[src/rtl/flash_sum_pkg.sv]
package flash_sum_pkg;
  typedef enum logic [1:0] {ST_IDLE, ST_HDR, ST_DATA} fsum_state_e;
  localparam logic [7:0]  CMD_RD3     = 8'h03;
  localparam logic [7:0]  CMD_RD4     = 8'h13;
  localparam int unsigned NARROW_SPAN = 32'h0100_0000;
endpackage

[src/rtl/fsum_spi_byte.sv]
module fsum_spi_byte #(
  parameter int SCK_DIV = 2
) (
  input  logic       clk_i,
  input  logic       rst_ni,
  input  logic       go_i,
  input  logic [7:0] tx_i,
  input  logic       miso_i,
  output logic       sck_o,
  output logic       mosi_o,
  output logic [7:0] rx_o,
  output logic       done_o
);
  localparam int HALF  = SCK_DIV / 2;
  localparam int CNT_W = $clog2(HALF) + 1;

  logic             act_q, sck_q, done_q;
  logic [CNT_W-1:0] cnt_q;
  logic [2:0]       bit_q;
  logic [7:0]       tx_q, rx_q;

  always_ff @(posedge clk_i or negedge rst_ni) begin
    if (!rst_ni) begin
      act_q <= 1'b0; sck_q <= 1'b0; done_q <= 1'b0;
      cnt_q <= '0; bit_q <= '0; tx_q <= '0; rx_q <= '0;
    end else begin
      done_q <= 1'b0;
      if (go_i) begin
        act_q <= 1'b1; sck_q <= 1'b0; cnt_q <= '0; bit_q <= '0; tx_q <= tx_i;
      end else if (act_q) begin
        if (cnt_q == CNT_W'(HALF - 1)) begin
          cnt_q <= '0;
          if (!sck_q) begin
            sck_q <= 1'b1;
            rx_q  <= {rx_q[6:0], miso_i};
          end else begin
            sck_q <= 1'b0;
            if (bit_q == 3'd7) begin
              act_q  <= 1'b0;
              done_q <= 1'b1;
            end else begin
              bit_q <= bit_q + 3'd1;
              tx_q  <= {tx_q[6:0], 1'b0};
            end
          end
        end else begin
          cnt_q <= cnt_q + CNT_W'(1);
        end
      end
    end
  end

  assign sck_o  = sck_q;
  assign mosi_o = tx_q[7];
  assign rx_o   = rx_q;
  assign done_o = done_q;

  // clock parked low outside a byte
  a_r1_sck_idle_low: assert property (@(posedge clk_i) disable iff (!rst_ni)
    !act_q |-> !sck_q);
  // data bit held across the high phase
  a_r1_mosi_hold: assert property (@(posedge clk_i) disable iff (!rst_ni)
    (sck_q && !go_i && act_q && !(cnt_q == CNT_W'(HALF - 1))) |=> $stable(mosi_o));
endmodule

[src/rtl/fsum_hdr_sel.sv]
module fsum_hdr_sel #(
  parameter int ADDR_W = 25
) (
  input  logic [2:0]        idx_i,
  input  logic              wide_i,
  input  logic [ADDR_W-1:0] addr_i,
  output logic [7:0]        byte_o
);
  import flash_sum_pkg::*;
  logic [31:0] addr32;
  logic [2:0]  last;

  assign addr32 = 32'(addr_i);
  assign last   = wide_i ? 3'd4 : 3'd3;

  always_comb begin
    if (idx_i == 3'd0)      byte_o = wide_i ? CMD_RD4 : CMD_RD3;
    else if (idx_i > last)  byte_o = 8'h00;
    else                    byte_o = 8'(addr32 >> (8 * (last - idx_i)));
  end
endmodule

[src/rtl/fsum_accum.sv]
module fsum_accum (
  input  logic        clk_i,
  input  logic        rst_ni,
  input  logic        clr_i,
  input  logic        add_i,
  input  logic [7:0]  byte_i,
  output logic [31:0] sum_o
);
  always_ff @(posedge clk_i or negedge rst_ni) begin
    if (!rst_ni)     sum_o <= '0;
    else if (clr_i)  sum_o <= '0;
    else if (add_i)  sum_o <= sum_o + 32'(byte_i);
  end
endmodule

[src/rtl/flash_sum_engine.sv]
module flash_sum_engine #(
  parameter int ADDR_W     = 25,
  parameter int LEN_W      = ADDR_W + 1,
  parameter int SCK_DIV    = 2,
  parameter bit AUTO_START = 1'b1
) (
  input  logic              clk_i,
  input  logic              rst_ni,
  input  logic              start_i,
  input  logic [ADDR_W-1:0] addr_i,
  input  logic [LEN_W-1:0]  len_i,
  input  logic [31:0]       expect_i,
  output logic              busy_o,
  output logic              done_o,
  output logic [31:0]       sum_o,
  output logic              pass_o,
  output logic              spi_sck_o,
  output logic              spi_cs_no,
  output logic              spi_mosi_o,
  input  logic              spi_miso_i
);
  import flash_sum_pkg::*;
  localparam int END_W = LEN_W + 1;

  fsum_state_e       st_q;
  logic              auto_q, fire, wide_q, wide_d, cs_nq, done_q;
  logic [2:0]        hdr_idx_q, sel_idx;
  logic              sel_wide;
  logic [LEN_W-1:0]  remain_q;
  logic [ADDR_W-1:0] addr_q;
  logic [END_W-1:0]  end_d;
  logic              go, bdone, add_en;
  logic [7:0]        tx_byte, rx_byte;

  assign end_d  = END_W'(addr_i) + END_W'(len_i);
  assign wide_d = end_d > END_W'(NARROW_SPAN);
  assign fire   = (start_i | auto_q) & (st_q == ST_IDLE);
  assign add_en = (st_q == ST_DATA) & bdone;

  always_comb begin
    go       = 1'b0;
    sel_idx  = 3'd0;
    sel_wide = wide_q;
    unique case (st_q)
      ST_IDLE: begin sel_wide = wide_d; go = fire && (len_i != '0); end
      ST_HDR:  begin sel_idx = hdr_idx_q + 3'd1; go = bdone; end
      ST_DATA: go = bdone && (remain_q != LEN_W'(1));
      default: ;
    endcase
  end

  fsum_hdr_sel #(.ADDR_W(ADDR_W)) u_hdr (
    .idx_i(sel_idx), .wide_i(sel_wide), .addr_i(addr_q), .byte_o(tx_byte));

  fsum_spi_byte #(.SCK_DIV(SCK_DIV)) u_spi (
    .clk_i(clk_i), .rst_ni(rst_ni), .go_i(go), .tx_i(tx_byte),
    .miso_i(spi_miso_i), .sck_o(spi_sck_o), .mosi_o(spi_mosi_o),
    .rx_o(rx_byte), .done_o(bdone));

  fsum_accum u_acc (
    .clk_i(clk_i), .rst_ni(rst_ni), .clr_i(fire), .add_i(add_en),
    .byte_i(rx_byte), .sum_o(sum_o));

  always_ff @(posedge clk_i or negedge rst_ni) begin
    if (!rst_ni) begin
      st_q <= ST_IDLE; auto_q <= AUTO_START; hdr_idx_q <= '0; remain_q <= '0;
      wide_q <= 1'b0; addr_q <= '0; cs_nq <= 1'b1; done_q <= 1'b0;
    end else begin
      if (st_q == ST_IDLE) auto_q <= 1'b0;
      unique case (st_q)
        ST_IDLE: if (fire) begin
          if (len_i == '0) begin
            done_q <= 1'b1;
          end else begin
            done_q    <= 1'b0;
            st_q      <= ST_HDR;
            hdr_idx_q <= '0;
            remain_q  <= len_i;
            wide_q    <= wide_d;
            addr_q    <= addr_i;
            cs_nq     <= 1'b0;
          end
        end
        ST_HDR: if (bdone) begin
          if (hdr_idx_q == (wide_q ? 3'd4 : 3'd3)) st_q <= ST_DATA;
          else hdr_idx_q <= hdr_idx_q + 3'd1;
        end
        ST_DATA: if (bdone) begin
          remain_q <= remain_q - LEN_W'(1);
          if (remain_q == LEN_W'(1)) begin
            st_q   <= ST_IDLE;
            cs_nq  <= 1'b1;
            done_q <= 1'b1;
          end
        end
        default: st_q <= ST_IDLE;
      endcase
    end
  end

  assign busy_o    = (st_q != ST_IDLE);
  assign done_o    = done_q;
  assign spi_cs_no = cs_nq;
  assign pass_o    = done_q && (sum_o == expect_i);

  a_r3_cs_low_busy: assert property (@(posedge clk_i) disable iff (!rst_ni)
    busy_o |-> !spi_cs_no);
  a_r1_sck_low_deselect: assert property (@(posedge clk_i) disable iff (!rst_ni)
    spi_cs_no |-> !spi_sck_o);
  a_r6_busy_done_excl: assert property (@(posedge clk_i) disable iff (!rst_ni)
    !(busy_o && done_o));
  a_r6_range_frozen: assert property (@(posedge clk_i) disable iff (!rst_ni)
    busy_o |=> $stable(addr_q));
  a_r7_pass_needs_done: assert property (@(posedge clk_i) disable iff (!rst_ni)
    pass_o |-> done_o);
  a_r5_zero_len: assert property (@(posedge clk_i) disable iff (!rst_ni)
    (fire && len_i == '0) |=> (done_o && !busy_o && sum_o == 32'd0 && spi_cs_no));
endmodule

[config.mk]
export PLATFORM = sky130hd
export DESIGN_NAME = flash_sum_engine
export DESIGN_NICKNAME = d
export VERILOG_FILES = /design/src/rtl/flash_sum_pkg.sv /design/src/rtl/fsum_spi_byte.sv /design/src/rtl/fsum_hdr_sel.sv /design/src/rtl/fsum_accum.sv /design/src/rtl/flash_sum_engine.sv
export SDC_FILE = /design/constraint.sdc
export NUM_CORES = 1
export LEC_CHECK = 0
export BUFFER_PORTS_ARGS = -buffer_cell sky130_fd_sc_hd__buf_2
export CAP_MARGIN = 20
export CORE_UTILIZATION = 53
export CTS_CLUSTER_DIAMETER = 50
export DETAILED_ROUTE_END_ITERATION = 8
export GPL_ROUTABILITY_DRIVEN = 0
export PLACE_DENSITY_LB_ADDON = 0.2
export SLEW_MARGIN = 20
export SYNTH_ARGS = -nofsm -noshare
export SYNTH_HDL_FRONTEND = slang
export SYNTH_HIERARCHICAL = 1
export SYNTH_SLANG_ARGS = --single-unit
[constraint.sdc]
create_clock -name clk_i -period 2.75 [get_ports clk_i]
set_clock_uncertainty 0.1 [all_clocks]
set_input_delay 0.55 -clock clk_i [delete_from_list [all_inputs] [get_ports clk_i]]
set_output_delay 0.55 -clock clk_i [all_outputs]
set_load 0.01 [all_outputs]
==> metrics.csv <==
stage,metric,value,unit
clocking,CTS buffer count,17,
detailed_routing,post-DR vias/cell,6.00,
worst_setup_path,Critical Path Max Stage Delay,0.49,ns
synth,post-synthesis cell type count,91,
floorplanning,I/O Pins,125,
worst_setup_path,Setup crit end kind,flip-flop,
floorplanning,core footprint,0.0154,mm2
grt,vias in the first global route,8361,
detailed_routing,Vias,9193,
worst_setup_path,CP Data Arrival Time,4.77,ns
grt,largest net degree at the start of global routing,43,
timing,Max-slew headroom,55.4,%
clocking,TritonCTS clock tree,built,
synth,Post-synth EDFFs,0,
cells_and_area,"commonest cells after routing, fill and taps aside","191 x buf_4, 152 x nand2_1, 119 x buf_2, 111 x dfrtp_1, 87 x a21oi_1",
synth,ys async rst share,100,%
worst_setup_path,CP top delay family,compound AO/OA/AOI/OAI gates,
detailed_routing,"antenna viol nets, final",0,
timing,fin crit share,165,%
clocking,worst-skew pair later-pin latency,0.42,ns
cells_and_area,# diodes,0,
floorplanning,Die Height,129,um
clocking,Clock transition at path regs,0.06,ns
synth,"FF+latch count, synth",114,
floorplanning,die area,0.0166,mm2
timing,unrepaired setup endpoints after global routing,yes,
power,Sw Pwr,1.33,mW
clocking,CTS sink cnt,114,
worst_setup_path,Worst EP required,2.99,ns
timing,actual slew at the worst max-slew pin,0.667,ns
clocking,CTS root buffer,clkbuf_16,
detailed_routing,Residual DRC,0,
timing,fmax,221,MHz
power,Clk network pwr share,46.4,%
power,Pwr Density,423,mW/mm2
worst_setup_path,CP startpoint kind,input port,
synth,"Top FF cell, synth",dfrtp_1,
grt,total track usage,33.5,%
clocking,CTS H-tree depth,4,
grt,global-route wire length before repair,42900,um
flow_run,max_cap viols,0,
timing,count of final hold-check violations,0,
power,switching part of the total,27.1,%
cells_and_area,number of nets in the layout,1440,
worst_setup_path,Critical Setup Path Class,in2reg,
floorplanning,row cnt,45,
power,Leak,5.39,nW
hold_path,hold crit path type,in2async,
status,failing checks,negative setup slack,
placed_design,PortBufs,124,
cells_and_area,Area growth syn-to-layout,36.4,%
power,Cell Int Power,3.58,mW
timing,Finish-stage setup viols,9,
synth,Post-Syn Area,0.00851,mm2
power,Peak VDD IR,450,uV
clocking,"Hold-fix buffers, CTS",0,
grt,initial antenna violation count,0,
detailed_routing,final WL,27500,um
power,Seq pwr share,34.5,%
synth,Mapped Avg Cell Area,8.36,um2
synth,post-synthesis sequential area ratio,33.6,%
status,run status,finished with violations,
floorplanning,Starting Density,55.2,%
power,Comb pwr share,19.1,%
synth,Synth warnings,6,
placed_design,Detail Placement HPWL,20300,um
worst_setup_path,slowest CP cell,fa_1,
worst_setup_path,Critical Path Fanout Max,6,
cells_and_area,"commonest non-fill, non-tap cell in the layout",buf_4,
cells_and_area,ratio of cells with drive above 1 in the final layout,34.3,%
clocking,clk buf depth,2,
worst_setup_path,Buf/Inv on CP,3,
timing,"Min Clock Period, post-route",4.53,ns
grt,global route overflow,0,
worst_setup_path,cells along the critical path,"buf_8, ha_4, a21o_1, buf_6, nand4_1, a221o_1, a221oi_2, o2111ai_1, nor4_1, nand4_1, o41ai_2, buf_4, o21ai_4, ha_4, fa_2, fa_1, nor2b_4, o2111ai_4, o22ai_1, nor2b_1, a21oi_1",
power,Power Total,4.90,mW
floorplanning,Die Wd,129,um
timing,Final WS setup,-1.78,ns
placed_design,dpl ws,-2.29,ns
detailed_routing,First-pass DRT Iterations,6,
synth,Synthesized Nets,1150,
synth,post-synthesis instance total,1018,
detailed_routing,DRT iter0 DRCs,995,
timing,final slew viol count,0,
detailed_routing,drt wl/cell,18.0,um
==> cells in the mapped netlist, types with 4 or more instances <==
cell | instances | share of area, %
o21ai_1 | 8 | 0.47
inv_1 | 34 | 1.5
fa_1 | 4 | 0.94
o211ai_1 | 10 | 0.88
mux2i_1 | 6 | 0.71
nand4_1 | 25 | 1.8
nor2b_1 | 19 | 1.4
xnor2_1 | 41 | 4.2
buf_6 | 4 | 0.53
a221o_1 | 5 | 0.59
a21oi_1 | 92 | 5.4
nand2_1 | 152 | 6.7
or2_2 | 4 | 0.29
nand2b_1 | 13 | 0.96
o31ai_1 | 12 | 1.1
clkbuf_1 | 30 | 1.3
nor2_1 | 62 | 2.7
o2111ai_1 | 7 | 0.72
o21ai_2 | 4 | 0.41
nor3_1 | 24 | 1.4
a22oi_1 | 12 | 1.1
a31oi_1 | 6 | 0.44
or3_1 | 8 | 0.59
o21ai_0 | 63 | 3.7
nor4_1 | 20 | 1.5
a21o_1 | 9 | 0.79
buf_2 | 11 | 0.65
and2_1 | 7 | 0.51
or4_1 | 12 | 1.1
mux2_2 | 20 | 2.6
o21a_1 | 4 | 0.35
nand3_1 | 30 | 1.8
and3_1 | 7 | 0.51
a211oi_1 | 10 | 0.88
ha_1 | 41 | 6.0
xor2_1 | 12 | 1.2
dfrtp_1 | 112 | 33
a22o_1 | 4 | 0.41
==> power groups by stage <==
stage / Sequential (mW) / Clock [mW] / Combinational [mW]
2_1_floorplan: 1.72 / 0 / 0.427
3_3_place_gp: 1.72 / 0 / 0.851
3_5_place_dp: 1.72 / 0 / 0.863
4_1_cts: 1.69 / 2.28 / 0.898
5_1_grt: 1.69 / 2.37 / 1.01
6_report: 1.69 / 2.28 / 0.938
==> repair_timing <==
item,in CTS,in global routing
resized for setup,19,30
endpoints found under the hold margin,0,0
setup endpoints to repair,18,22
pin swaps,22,28
buffers inserted,9,6
==> final cells by class <==
| type | count | area (um2) |
|---|---|---|
| clock buffer | 17 | 425 |
| clock inverter | 15 | 184 |
| fill | 1179 | 3820 |
| inverter | 34 | 128 |
| multi-input combinational | 823 | 5590 |
| sequential | 114 | 2860 |
| tap | 211 | 264 |
| timing repair buffer | 318 | 2150 |
==> sequential cells by signal (all words and copies together) (netlist names) <==
register / cells
u_spi/bit_q: 3
u_spi/done_o: 1
st_q: 2
u_acc/sum_o: 32
spi_cs_no: 1
u_spi/act_q: 1
remain_q: 26
u_spi/rx_o: 8
done_o: 1
hdr_idx_q: 3
wide_q: 1
u_spi/sck_o: 1
u_spi/tx_q: 8
auto_q: 1
addr_q: 25
==> path summary, 6_finish.rpt <==
check	to	cells after the start	start	slack, ns
setup / recovery	u_spi/tx_q[4]	21	len_i[1]	-1.78
hold / removal	u_spi/tx_q[6]	1	rst_ni	0.03
setup reg to reg	u_spi/tx_q[4]	12	st_q[0]	0.04
hold reg to reg	remain_q[23]	2	remain_q[23]	0.38
max in group asynchronous	u_acc/sum_o[3]	2	rst_ni	1.86
min in group clk_i	addr_q[0]	3	addr_i[0]	0.23
==> stage by stage <==
step / std cells / hold slack, ns / TNS (ns) / area [um2] / util [%]
6_report: 1532 / 0.0305 / -14.17 / 11600 / 75.2
5_1_grt: 1532 / 0.0600 / -15.86 / 11600 / 75.2
4_1_cts: 1526 / 0.0303 / -13.28 / 11400 / 74.2
3_5_place_dp: 1485 / 0.373 / -18.23 / 10700 / 69.2
3_3_place_gp: 1485 / 0.360 / -17.38 / 10700 / 69.2
2_1_floorplan: 1018 / 0.154 / -13.56 / 8630 / -
==> kinds of logic (layout without fill, tap and decap cells) <==
| group | Yosys count | in the layout | share of synthesized area (%) |
|---|---|---|---|
| simple gates | 418 | 418 | 25.2 |
| flops | 114 | 114 | 33.6 |
| mux | 28 | 28 | 3.75 |
| xor+xnor | 53 | 53 | 5.46 |
| buf+inv | 81 | 384 | 4.18 |
| fa+ha+maj | 45 | 45 | 6.97 |
| compound gates | 279 | 279 | 20.9 |
==> layer usage <==
layer / wire (um) / vias up / global-route usage [%]
met5: 0 / - / 0
met4: 592 / 0 / 9.97
met3: 2220 / 68 / 5.41
li1: - / 4310 / -
met2: 12900 / 451 / 53.2
met1: 11900 / 4364 / 47.1
Power figures use the tool's default switching activity.
